## config.mk

```make
export PLATFORM = sky130hd
export DESIGN_NAME = fft_lane_serializer
export DESIGN_NICKNAME = d
export VERILOG_FILES = /design/src/rtl/sfx_pkg.sv /design/src/rtl/sfx_lane_fifo.sv /design/src/rtl/sfx_capture.sv /design/src/rtl/sfx_out_seq.sv /design/src/rtl/fft_lane_serializer.sv
export SDC_FILE = /design/constraint.sdc
export NUM_CORES = 1
export LEC_CHECK = 0
export ABC_CLOCK_PERIOD_IN_PS = 3600
export BUFFER_PORTS_ARGS = -buffer_cell sky130_fd_sc_hd__clkbuf_2
export CELL_PAD_IN_SITES_DETAIL_PLACEMENT = 1
export CELL_PAD_IN_SITES_GLOBAL_PLACEMENT = 1
export CORE_AREA = 3 3 292 294
export CTS_BUF_LIST = sky130_fd_sc_hd__clkbuf_8
export CTS_CLUSTER_DIAMETER = 200
export CTS_CLUSTER_SIZE = 25
export DETAILED_ROUTE_END_ITERATION = 8
export DIE_AREA = 0 0 295 297
export PLACE_DENSITY = 0.83
export SLEW_MARGIN = 20
export SYNTH_ARGS = -nofsm -noshare
export SYNTH_HDL_FRONTEND = slang
export SYNTH_SLANG_ARGS = --single-unit
```

## constraint.sdc

```tcl
create_clock -name clk -period 3.6 [get_ports clk]
set_input_delay 0.72 -clock clk [delete_from_list [all_inputs] [get_ports clk]]
set_output_delay 0.72 -clock clk [all_outputs]
set_load 0.005 [all_outputs]
```

## src/rtl/sfx_pkg.sv

```systemverilog
package sfx_pkg;

    localparam int SAMP_W = 32;
    localparam int WORD_W = 2 * SAMP_W;

    // imag in the upper half, real in the lower half
    typedef struct packed {
        logic signed [SAMP_W-1:0] im;
        logic signed [SAMP_W-1:0] re;
    } cplx_t;

    typedef enum logic {
        CAP_WAIT = 1'b0,
        CAP_RUN  = 1'b1
    } cap_state_t;

    function automatic logic [WORD_W-1:0] pack_word(input cplx_t s);
        return {s.im, s.re};
    endfunction

endpackage

```

## src/rtl/sfx_lane_fifo.sv

```systemverilog
module sfx_lane_fifo #(
    parameter int DEPTH = 4,
    parameter int W     = 64
) (
    input  logic         clk,
    input  logic         rst,
    input  logic         flush,
    input  logic         push,
    input  logic [W-1:0] din,
    input  logic         pop,
    output logic [W-1:0] dout,
    output logic         empty,
    output logic         full
);
    localparam int AW = (DEPTH > 1) ? $clog2(DEPTH) : 1;
    localparam int CW = $clog2(DEPTH + 1);

    logic [W-1:0]  mem [DEPTH];
    logic [AW-1:0] rd_ptr, wr_ptr;
    logic [CW-1:0] count;
    logic          do_pop;

    assign empty  = (count == '0);
    assign full   = (count == CW'(DEPTH));
    assign do_pop = pop && !empty;
    assign dout   = mem[rd_ptr];

    function automatic logic [AW-1:0] next_ptr(input logic [AW-1:0] p);
        return (p == AW'(DEPTH - 1)) ? '0 : p + 1'b1;
    endfunction

    always_ff @(posedge clk) begin
        if (push && !full) begin
            mem[wr_ptr] <= din;
        end
    end

    always_ff @(posedge clk) begin
        if (rst || flush) begin
            rd_ptr <= '0;
            wr_ptr <= '0;
            count  <= '0;
        end else begin
            if (push && !full) begin
                wr_ptr <= next_ptr(wr_ptr);
            end
            if (do_pop) begin
                rd_ptr <= next_ptr(rd_ptr);
            end
            case ({push && !full, do_pop})
                2'b10:   count <= count + 1'b1;
                2'b01:   count <= count - 1'b1;
                default: count <= count;
            endcase
        end
    end

endmodule

```

## src/rtl/sfx_capture.sv

```systemverilog
module sfx_capture
    import sfx_pkg::*;
#(
    parameter int BEATS = 128
) (
    input  logic clk,
    input  logic rst,
    input  logic in_valid,
    input  logic in_sof,
    input  logic any_full,
    output logic push,
    output logic flush,
    output logic ovf_flag
);
    localparam int BW = (BEATS > 1) ? $clog2(BEATS) : 1;

    cap_state_t    state;
    logic [BW-1:0] beat_cnt;
    logic          accept;

    assign accept = in_valid && ((state == CAP_RUN) || in_sof);
    assign flush  = accept && any_full;
    assign push   = accept && !any_full;

    always_ff @(posedge clk) begin
        if (rst) begin
            state    <= CAP_WAIT;
            beat_cnt <= '0;
            ovf_flag <= 1'b0;
        end else if (flush) begin
            ovf_flag <= 1'b1;
            state    <= CAP_WAIT;
            beat_cnt <= '0;
        end else if (push) begin
            if (state == CAP_WAIT) begin
                state    <= CAP_RUN;
                beat_cnt <= BW'(1);
            end else if (beat_cnt == BW'(BEATS - 1)) begin
                state    <= CAP_WAIT;
                beat_cnt <= '0;
            end else begin
                beat_cnt <= beat_cnt + 1'b1;
            end
        end
    end

endmodule

```

## src/rtl/sfx_out_seq.sv

```systemverilog
module sfx_out_seq #(
    parameter int LANES     = 4,
    parameter int FRAME_LEN = 512,
    localparam int SEL_W    = (LANES > 1) ? $clog2(LANES) : 1
) (
    input  logic             clk,
    input  logic             rst,
    input  logic             flush,
    input  logic [LANES-1:0] lane_empty,
    input  logic             m_tready,
    output logic             m_tvalid,
    output logic             m_tlast,
    output logic [SEL_W-1:0] lane_sel,
    output logic [LANES-1:0] pop
);
    localparam int CW = $clog2(FRAME_LEN);

    logic [CW-1:0] word_cnt;
    logic          xfer;

    assign m_tvalid = !lane_empty[lane_sel];
    assign m_tlast  = m_tvalid && (word_cnt == CW'(FRAME_LEN - 1));
    assign xfer     = m_tvalid && m_tready && !flush;

    for (genvar k = 0; k < LANES; k++) begin : g_pop
        assign pop[k] = xfer && (lane_sel == SEL_W'(k));
    end

    always_ff @(posedge clk) begin
        if (rst || flush) begin
            lane_sel <= '0;
            word_cnt <= '0;
        end else if (xfer) begin
            lane_sel <= (lane_sel == SEL_W'(LANES - 1)) ? '0 : lane_sel + 1'b1;
            word_cnt <= (word_cnt == CW'(FRAME_LEN - 1)) ? '0 : word_cnt + 1'b1;
        end
    end

endmodule

```

## src/rtl/fft_lane_serializer.sv

```systemverilog
module fft_lane_serializer
    import sfx_pkg::*;
#(
    parameter int LANES      = 4,
    parameter int FRAME_LEN  = 512,
    parameter int FIFO_DEPTH = 4
) (
    input  logic                      clk,
    input  logic                      rst,
    input  logic                      s_valid,
    input  logic                      s_sof,
    input  logic [LANES*SAMP_W-1:0]   s_re,
    input  logic [LANES*SAMP_W-1:0]   s_im,
    output logic [WORD_W-1:0]         m_tdata,
    output logic                      m_tvalid,
    input  logic                      m_tready,
    output logic                      m_tlast,
    output logic                      ovf_flag
);
    localparam int BEATS = FRAME_LEN / LANES;
    localparam int SEL_W = (LANES > 1) ? $clog2(LANES) : 1;

    logic              push, flush;
    logic [LANES-1:0]  lane_empty, lane_full, lane_pop;
    logic [SEL_W-1:0]  lane_sel;
    logic [WORD_W-1:0] head [LANES];

    sfx_capture #(.BEATS(BEATS)) u_cap (
        .clk      (clk),
        .rst      (rst),
        .in_valid (s_valid),
        .in_sof   (s_sof),
        .any_full (|lane_full),
        .push     (push),
        .flush    (flush),
        .ovf_flag (ovf_flag)
    );

    for (genvar k = 0; k < LANES; k++) begin : g_lane
        cplx_t smp;
        assign smp.re = s_re[k*SAMP_W +: SAMP_W];
        assign smp.im = s_im[k*SAMP_W +: SAMP_W];

        sfx_lane_fifo #(.DEPTH(FIFO_DEPTH), .W(WORD_W)) u_fifo (
            .clk   (clk),
            .rst   (rst),
            .flush (flush),
            .push  (push),
            .din   (pack_word(smp)),
            .pop   (lane_pop[k]),
            .dout  (head[k]),
            .empty (lane_empty[k]),
            .full  (lane_full[k])
        );
    end

    sfx_out_seq #(.LANES(LANES), .FRAME_LEN(FRAME_LEN)) u_out (
        .clk        (clk),
        .rst        (rst),
        .flush      (flush),
        .lane_empty (lane_empty),
        .m_tready   (m_tready),
        .m_tvalid   (m_tvalid),
        .m_tlast    (m_tlast),
        .lane_sel   (lane_sel),
        .pop        (lane_pop)
    );

    assign m_tdata = head[lane_sel];

endmodule

```

==> results.md, run 1 <==
* Share of power burned in registers at 0.678
* Post-Synthesis Net Count at 2,066
* Yosys warns at 0
* Routed Antenna Nets at 0
* Synth Cell Area at 0.0414 mm^2
* Die X at 295 um
* # nets final at 2,440
* HP Class: in2reg
* Critical path arrival at 2760 ps
* Psw at 4.72 mW
* I/O pins at 328
* Post-DP HPWL at 70,400 um
* Worst flop-to-flop path startpoint: g_lane[3].u_fifo.count[2]
* Internal cell power at 16.4 mW
* Source of the worst hold timing path: s_im[27]
* Max Slew Vio Count at 0
* Leading area contributor after synthesis: edfxtp_1
* Sw frac at 0.224
* Root buffer cell: clkbuf_8
* Fin crit period at 3480 ps
* DIE AREA at 0.0876 mm^2
* Largest net degree at the start of global routing at 65
* Async SR Flop Fraction at 0
* Vias per cell at 6.18
* Clk pwr share at 0.228
* Final instance area at 0.0462 mm^2
* Setup crit start kind: register
* CTS tree: built
* Clock Skews at 49.0 ps
* Combinational power share at 0.093
* Post-synth cell types at 47
* Pwr per Cell Area at 457 mW/mm^2
* R2R depth at 10
* Max Clk Rate at 287 MHz
* Port bufs at 327
* Max transition margin at 0.342
* Post-synth EDFFs at 1,024
* Max-Cap Viols at 0
* Final period util at 0.966
* Synthesis-stage register bit count at 1,080
* WHS Path Cells at 1
* Grt ovf at 0
* Vias in the first global route at 22,100
* Reg-to-Reg End: g_lane[0].u_fifo.count[2]
* Peak VDD IR at 0.370 mV
* Top post-synthesis cells by area: edfxtp_1 (74%), mux4_2 (17%), dfxtp_1 (2.7%)
* Gpl congestion at 0.775
* Clk slew on worst S/H paths at 160 ps
* Clock buffer depth at 3
* Setup TNS Final at 0 ps
* Avg WL per Cell at 32.4 um
* 1st-pass router iterations at 5
* CP endpoint kind: primary output
* Top cells by count, synth: edfxtp_1 (1,024), mux4_2 (321), dfxtp_1 (56)
* Worst-Skew Late Latency at 730 ps
* Unrepaired setup endpoints after global routing: no
* Final hold viol count at 0
* Layout cell share with drive strength beyond 1 at 0.380
* Starting Density at 0.498
* Reg2reg setup slack at 440 ps
* Syn-to-layout area delta at 11.5%
* Post-Syn Instances at 1,770
* CORE AREA at 0.0832 mm^2
* Cell Area, Placed at 0.0450 mm^2
* Initial antenna violation count at 27
* H-Tree Level Count at 2
* CTS Sinks at 1,080
* Share of the synthesized area in the top cell type at 0.743
* Via count at 20,200
* Syn avg cell area at 23.4 um^2
* Slew @ Worst Pin at 984 ps
* Global-route wire length before repair at 155,000 um
* Die Y at 297 um
* CTS Buf Count at 49
* Drt total wl at 106,000 um
* Ys flop type: edfxtp_1
* Final setup violation count at 0
* Maximum fanout along the worst path at 15
* Leakage power at 14.6 nW
* Most frequent cell after synthesis: edfxtp_1
* Critical path class: reg2out
* GRT Util Overall at 0.245
* First DRT Iteration DRCs at 1,903
* Seq/Total Area, Yosys at 0.770
* Rows at 106
* Outcome: completed
* Worst hold endpoint: g_lane[0].u_fifo.mem[0][59]
* CP required at 2880 ps
* DRC errors left at 0
## layout make-up
class	count	area (um^2)
multi-input cells	570	9150
well taps	1080	1350
clock buffers	51	702
fillers	7114	37000
diodes	24	60.1
inverters	28	108
repair buffers	415	2790
flip-flops and latches	1080	31900
clock inverters	20	95.1
## layer usage
metal	vias up	GRT usage	part of all wire
met3	133	0.0375	0.068
li1	8261	-	-
met4	8	0.0676	0.024
met5	-	0	0.00050
met2	829	0.434	0.53
met1	11000	0.317	0.38
## through the flow
step,utilization,hold slack (ps),setup slack (ps),power (mW),cells
floorplan,-,453,189,15.5,1770
global placement,0.541,466,541,16.4,3153
detailed placement,0.541,476,558,16.6,3153
CTS,0.554,126,0.524,21.3,3242
global route,0.555,152,8.73,21.8,3262
finish,0.555,195,121,21.1,3268
## repair_timing
action,CTS,global route
buffers inserted,18,2
resized for setup,2,2
hold buffers,0,0
setup endpoints to repair,64,14
## logic make-up (layout without fill, tap and decap cells)
family,Yosys count,after routing,synth area share
mux,329,329,0.177
fa+ha+maj,35,35,0.0113
simple gates,132,132,0.0178
other cells,0,24,0
buf+inv,120,514,0.0116
xor+xnor,12,12,0.00254
flops,1080,1080,0.770
compound gates,62,62,0.0104
## sequential cells by signal, indices dropped and copies added, names as in the netlist, named ones only
signal	count
g_lane.u_fifo.wr_ptr	8
u_out.lane_sel	2
u_out.word_cnt	9
u_cap.ovf_flag	1
g_lane.u_fifo.mem	1024
u_cap.state	1
g_lane.u_fifo.rd_ptr	8
u_cap.beat_cnt	7
g_lane.u_fifo.count	12
## critical path, cell delays in order (launching register included)
cell and delay (ps):
dfxtp_4 650, buf_4 330, mux4_2 370, mux4_2 530, clkbuf_2 150
## worst max path at each step
stage	slack [ps]	to	from
3_3_place_gp	540	g_lane[2].u_fifo.count[2]	s_sof
3_5_place_dp	560	g_lane[2].u_fifo.count[2]	s_sof
6_report	120	m_tdata[41]	register
5_1_grt	9	m_tdata[35]	register
4_1_cts	0.5	m_tdata[53]	u_out.lane_sel[1]
2_1_floorplan	190	g_lane[1].u_fifo.mem[3][0]	s_valid
## power groups by stage
stage	sequential [mW]	combinational (mW)	clock (mW)
2_1_floorplan	14.5	1.00	0
3_3_place_gp	14.5	1.85	0
4_1_cts	14.3	2.00	4.98
5_1_grt	14.3	2.10	5.37
6_report	14.3	1.97	4.81
3_5_place_dp	14.6	1.96	0
## cell usage in the layout (no fill, tap or decap), types with 11 or more instances in the layout
cell,count
nor2_1,27
ha_1,31
or4_1,12
and3_4,16
nand3_1,26
o21ai_0,11
buf_4,48
mux4_2,321
a21oi_1,17
edfxtp_1,1024
clkbuf_8,51
clkbuf_2,327
nand2_1,11
diode_2,24
buf_12,33
inv_1,44
dfxtp_1,47
Power figures use the tool's default switching activity.
==> run 2: changes to the inputs <==
==> constraint.sdc (replaced) <==
create_clock -name clk -period 3.6 [get_ports clk]
set_input_delay 0.18 -clock clk [delete_from_list [all_inputs] [get_ports clk]]
set_output_delay 0.18 -clock clk [all_outputs]
set_load 0.005 [all_outputs]
==> run 2 against run 1 <==
Combinational power grew 14%. Sequential share of layout area is 3.1 points lower. Global-route usage rose by 1.5 points. Worst hold slack better by 1.4 ps. Cell area rose by 4.8%. Maximum frequency grew 2.4%. Largest power group unchanged.
==> results.md, run 2 (synthesized netlist as in run 1, its figures left out) <==
* Final hold viol count at 0
* Worst-Skew Late Latency at 730 ps
* Setup TNS Final at 0 ps
* Largest stage delay, worst path at 1030 ps
* Leakage power at 15.5 nW
* Final core utilization at 0.581
* Placed Instances at 3,142
* Setup crit start kind: register
* Largest net degree at the start of global routing at 65
* Worst flop-to-flop path startpoint: g_lane[3].u_fifo.count[2]
* Fin crit period at 3400 ps
* # nets final at 2,671
* CTS tree: built
* Port bufs at 327
* Outcome: completed
* Peak VDD IR at 0.368 mV
* CP top delay family: flip-flops
* Grt met2 use at 0.455
* Max transition margin at 0.284
* Pre-CTS setup slack at 514 ps
* Via count at 21,500
* CP most frequent cell: mux4_2
* CP required at 3420 ps
* Stages on the worst setup path at 4
* Min Hold Slack at 197 ps
* Final period util at 0.944
* Reg2reg setup slack at 500 ps
* Global-route wire length before repair at 163,000 um
* DIE AREA at 0.0876 mm^2
* Critical path class: reg2out
* Source of the worst hold timing path: s_im[65]
* Gpl congestion at 0.780
* Drt total wl at 113,000 um
* Final setup violation count at 0
* Met3 usage at 0.0440
* Min setup slack post-route at 201 ps
* Register with the most flip-flops: g_lane.u_fifo.mem
* Number of flip-flops in the largest register at 1,024
* DRC errors left at 0
* Grt ovf at 0
* H-Tree Level Count at 2
* Syn-to-layout area delta at 16.8%
* I/O pins at 328
* Max Clk Rate at 294 MHz
* Most common cell after layout, fill and taps aside: edfxtp_1
* Avg WL per Cell at 32.5 um
* R2R depth at 11
* Die Y at 297 um
* Max-Cap Viols at 0
* Post-DP HPWL at 70,300 um
* Layout cell share with drive strength beyond 1 at 0.331
* Most frequent cells in the layout: edfxtp_1 (1,024), clkbuf_2 (327), mux4_2 (321), dlygate4sd3_1 (261), clkbuf_8 (51)
* Met1 GRT Util at 0.333
* CP endpoint: m_tdata[25]
* Clock Skews at 46.7 ps
* HP Class: in2reg
* Routed Antenna Nets at 0
* Maximum fanout along the worst path at 47
* PnR Total Power at 21.5 mW
* First DRT Iteration DRCs at 2,274
* Cell Area, Placed at 0.0449 mm^2
* Final instance area at 0.0484 mm^2
* Top Registers: g_lane.u_fifo.mem: 1024 flops, g_lane.u_fifo.count: 12 flops, u_out.word_cnt: 9 flops
* CTS Buf Count at 49
* Global routing's busiest layer: met2
* Slew @ Worst Pin at 1070 ps
* Unrepaired setup endpoints after global routing: no
* Max Slew Vio Count at 0
* CP max-delay cell: dfxtp_4
* Fin cells at 3,489
* Clk slew on worst S/H paths at 170 ps
* Clock buffer depth at 3
* WP buf/inv at 2
* Initial antenna violation count at 18
* Starting Density at 0.498
* Rows at 106
* GRT Util Overall at 0.260
* CORE AREA at 0.0832 mm^2
* Reg-to-Reg End: g_lane[2].u_fifo.count[2]
* Vias in the first global route at 23,500
* Worst-path cell chain: buf_4 > mux4_2 > mux4_2 > clkbuf_2
* Die X at 295 um
* CP endpoint kind: primary output
* Pwr per Cell Area at 444 mW/mm^2
* 1st-pass router iterations at 5
* Root buffer cell: clkbuf_8
* Critical path arrival at 3220 ps
* Vias per cell at 6.15
* # fillers at 7,100
* CTS Sinks at 1,080
-- run 2: cell types whose count changed in the layout (fill, tap and decap cells not counted) --
cell           before  now
buf_12             33   25
buf_4              48   31
dlygate4sd3_1       0  261
buf_6               4    1
buf_16              3    0
diode_2            24   14
buf_8               0    1
-- run 2: cell type report --
cell class                 count  area [um^2]  share of cell area
inverter                      28          108             0.00223
clock buffer                  51          702              0.0145
clock inverter                20         95.1             0.00197
antenna                       14         35.0            0.000725
sequential                  1080        31900               0.660
tap                         1080         1350              0.0279
timing repair buffer         646         5010               0.104
multi-input combinational    570         9150               0.189
-- run 2: worst min path at each step --
stage,slack (ps),to,cells past startpoint
3_3_place_gp,390,g_lane[0].u_fifo.mem[0][31],1
5_1_grt,160,g_lane[3].u_fifo.mem[3][61],2
2_1_floorplan,280,g_lane[0].u_fifo.mem[0][0],0
4_1_cts,130,g_lane[3].u_fifo.mem[0][61],2
3_5_place_dp,400,g_lane[2].u_fifo.mem[1][6],1
6_report,200,g_lane[2].u_fifo.mem[0][33],2
-- run 2: report_power, final --
| group | switching, mW | internal [mW] | leakage, nW |
|---|---|---|---|
| Clock | 3.58 | 1.33 | 0.473 |
| Sequential | 0.146 | 14.2 | 9.78 |
| Combinational | 1.21 | 1.04 | 5.27 |
| Total | 4.93 | 16.5 | 15.5 |
-- run 2: timing repair --
| action | CTS | global route |
|---|---|---|
| pin swaps | 0 | 0 |
| buffers inserted | 0 | 1 |
| hold endpoints to repair | 1040 | 0 |
| resized for setup | 2 | 2 |
| hold buffers | 261 | 0 |
| setup endpoints to repair | 32 | 3 |
-- run 2: layer usage --
| metal | vias up | routed length (um) |
|---|---|---|
| li1 | 8711 | - |
| met1 | 11500 | 42300 |
| met2 | 1074 | 59700 |
| met3 | 202 | 7650 |
| met4 | 10 | 3680 |
| met5 | - | 72 |
==> run 3: changes to the inputs <==
Settings changed: CORE_AREA 3 3 292 294 to 3 3 293 295, DIE_AREA 0 0 295 297 to 0 0 296 298, SYNTH_HIERARCHICAL set to 1.
==> run 3 against run 2 <==
Utilization up 0.61 points. Global-route usage rose by 1.2 points. Clock power about the same. Cell count increased by 1.4%. Sequential share of layout area shrank 0.86 points. First-iteration DRC count is 24% higher. Sequential power hardly changed. Critical path type is now reg2reg. Largest power group unchanged.
==> results.md, run 3 <==
* Outcome: completed
* GRT Util Overall at 0.271
* Die X at 296 um
* Max transition margin at 0.379
* CTS Buf Count at 49
* Root buffer cell: clkbuf_8
* Die Y at 298 um
* Clock buffer depth at 3
* # fillers at 7,115
* Leading area contributor after synthesis: edfxtp_1
* Maximum fanout along the worst path at 5
* Register area at 0.0319 mm^2
* Min Hold Slack at 215 ps
* CTS Sinks at 1,080
* HP Class: in2reg
* Setup crit start kind: register
* Layout cell share with drive strength beyond 1 at 0.352
* Vias in the first global route at 23,900
* # nets final at 2,704
* CP top delay family: simple AND/OR/NAND/NOR gates
* I/O pins at 328
* Fin crit period at 3570 ps
* Async SR Flop Fraction at 0
* Max Clk Rate at 280 MHz
* Most frequent cells in the layout: edfxtp_1 (1,024), clkbuf_2 (327), mux4_2 (317), dlygate4sd3_1 (260), inv_1 (64)
* Syn-to-layout area delta at 17.6%
* Most common cell after layout, fill and taps aside: edfxtp_1
* Fin cells at 3,539
* Global-route wire length before repair at 171,000 um
* Clk slew on worst S/H paths at 160 ps
* CTS tree: built
* Largest net degree at the start of global routing at 45
* Final period util at 0.991
* First DRT Iteration DRCs at 2,827
* Slew @ Worst Pin at 932 ps
* WP buf/inv at 4
* Drt total wl at 120,000 um
* CP max-delay cell: or4_4
* 1st-pass router iterations at 5
* Post-DP HPWL at 75,300 um
* CP required at 4250 ps
* Max Slew Vio Count at 0
* Seq/Total Area, Yosys at 0.765
* Worst-Skew Late Latency at 730 ps
* Syn avg cell area at 23.5 um^2
* Vias per cell at 6.19
* DRC errors left at 0
* Top Registers: g_lane.u_fifo/mem: 1024 flops, g_lane.u_fifo/count: 12 flops, u_out/word_cnt: 9 flops
* CP most frequent cell: inv_1
* Number of flip-flops in the largest register at 1,024
* Critical path class: reg2reg
* Synthesis-stage register bit count at 1,080
* Port bufs at 327
* Unrepaired setup endpoints after global routing: yes
* Final hold viol count at 0
* Register with the most flip-flops: g_lane.u_fifo/mem
* Final core utilization at 0.588
* Post-synth cell types at 47
* PnR Total Power at 21.9 mW
* Top cells by count, synth: edfxtp_1 (1,024), mux4_2 (317), dfxtp_1 (56)
* DIE AREA at 0.0882 mm^2
* Leakage power at 15.8 nW
* Synth Cell Area at 0.0417 mm^2
* Initial antenna violation count at 25
* Pwr per Cell Area at 447 mW/mm^2
* Yosys warns at 6
* Avg WL per Cell at 33.8 um
* Multi-input logic area at 0.00927 mm^2
* Clock Skews at 39.2 ps
* Max-Cap Viols at 0
* Post-Syn Instances at 1,775
* Routed Antenna Nets at 0
* Critical path arrival at 4220 ps
* Placed Instances at 3,172
* Final setup violation count at 0
* Rows at 106
* Ys flop type: edfxtp_1
* Post-Synthesis Net Count at 2,072
* CORE AREA at 0.0834 mm^2
* Share of the synthesized area in the top cell type at 0.738
* Via count at 21,900
* Post-synth EDFFs at 1,024
* Worst-path cell chain: or3b_1 > inv_1 > or4_4 > o211a_1 > nor3b_2 > buf_4 > and2_4 > o31ai_4 > inv_1 > ha_2 > inv_1 > fa_1 > xor2_1 > or3_2 > a21oi_2
* Most frequent cell after synthesis: edfxtp_1
* Largest stage delay, worst path at 550 ps
* Starting Density at 0.500
* Grt ovf at 0
* CP endpoint kind: register
* Top post-synthesis cells by area: edfxtp_1 (74%), mux4_2 (17%), dfxtp_1 (2.7%)
* Setup TNS Final at 0 ps
* Peak VDD IR at 0.339 mV
* H-Tree Level Count at 2
* Gpl congestion at 0.805
-- run 3: cell types whose count changed after synthesis, sizes merged, moves of 7 or more --
cell    previous run  this run
clkbuf            53        32
nand3             26         9
buf               39        53
or4               13         3
inv               27        36
nand2             11        19
mux2i              8         1
-- run 3: metal layers --
layer  wire, um  GRT usage  share of wire  vias up
met4       4090     0.0874          0.034       18
met2      62400      0.470           0.52     1199
met1      43400      0.346           0.36    11700
li1           -          -              -     8750
met5        125          0         0.0010        -
met3       9730     0.0531          0.081      236
-- run 3: repair_timing --
item,4_1_cts,5_1_grt
hold endpoints to repair,1033,0
resized for setup,7,27
pin swaps,1,2
hold buffers,260,0
setup endpoints to repair,37,4
setup buffers,1,3
-- run 3: cell families (layout without fill, tap and decap cells) --
logic type / after synthesis / in the layout / synth area share
other cells: 0 / 21 / 0
buf+inv: 121 / 784 / 0.0170
mux: 323 / 323 / 0.174
simple gates: 141 / 141 / 0.0196
flops: 1080 / 1080 / 0.765
fa+ha+maj: 36 / 36 / 0.0115
xor+xnor: 11 / 11 / 0.00231
compound gates: 63 / 63 / 0.0106
-- run 3: area by class of cell --
| cell class | instances | area share |
|---|---|---|
| Antenna cell | 21 | 0.00107 |
| Clock buffer | 50 | 0.0140 |
| Clock inverter | 32 | 0.00311 |
| Inverter | 36 | 0.00276 |
| Multi-Input combinational cell | 574 | 0.189 |
| Sequential cell | 1080 | 0.651 |
| Tap cell | 1080 | 0.0276 |
| Timing Repair Buffer | 666 | 0.111 |
-- run 3: report_power, final --
part	internal, mW	switching (mW)
clock	1.33	3.60
combinational	1.20	1.40
sequential	14.2	0.165
-- run 3: worst paths after layout --
kind	cells after the start	endpoint	slack, ps	start
setup reg to reg	15	g_lane[3].u_fifo/count[2]	30	g_lane[1].u_fifo/count[1]
hold reg to reg	2	u_out/word_cnt[0]	500	u_out/word_cnt[0]
hold / removal	2	g_lane[3].u_fifo/mem[1][59]	210	s_im[123]
setup / recovery	15	g_lane[3].u_fifo/count[2]	30	g_lane[1].u_fifo/count[1]
-- run 3: through the flow --
step                      area, um^2  setup slack [ps]
after floorplan                41700              12.7
after CTS                      48800              15.9
after global routing           49000             -71.5
final                          49000              30.9
after detailed placement       45400              -166
after global placement         45400               150
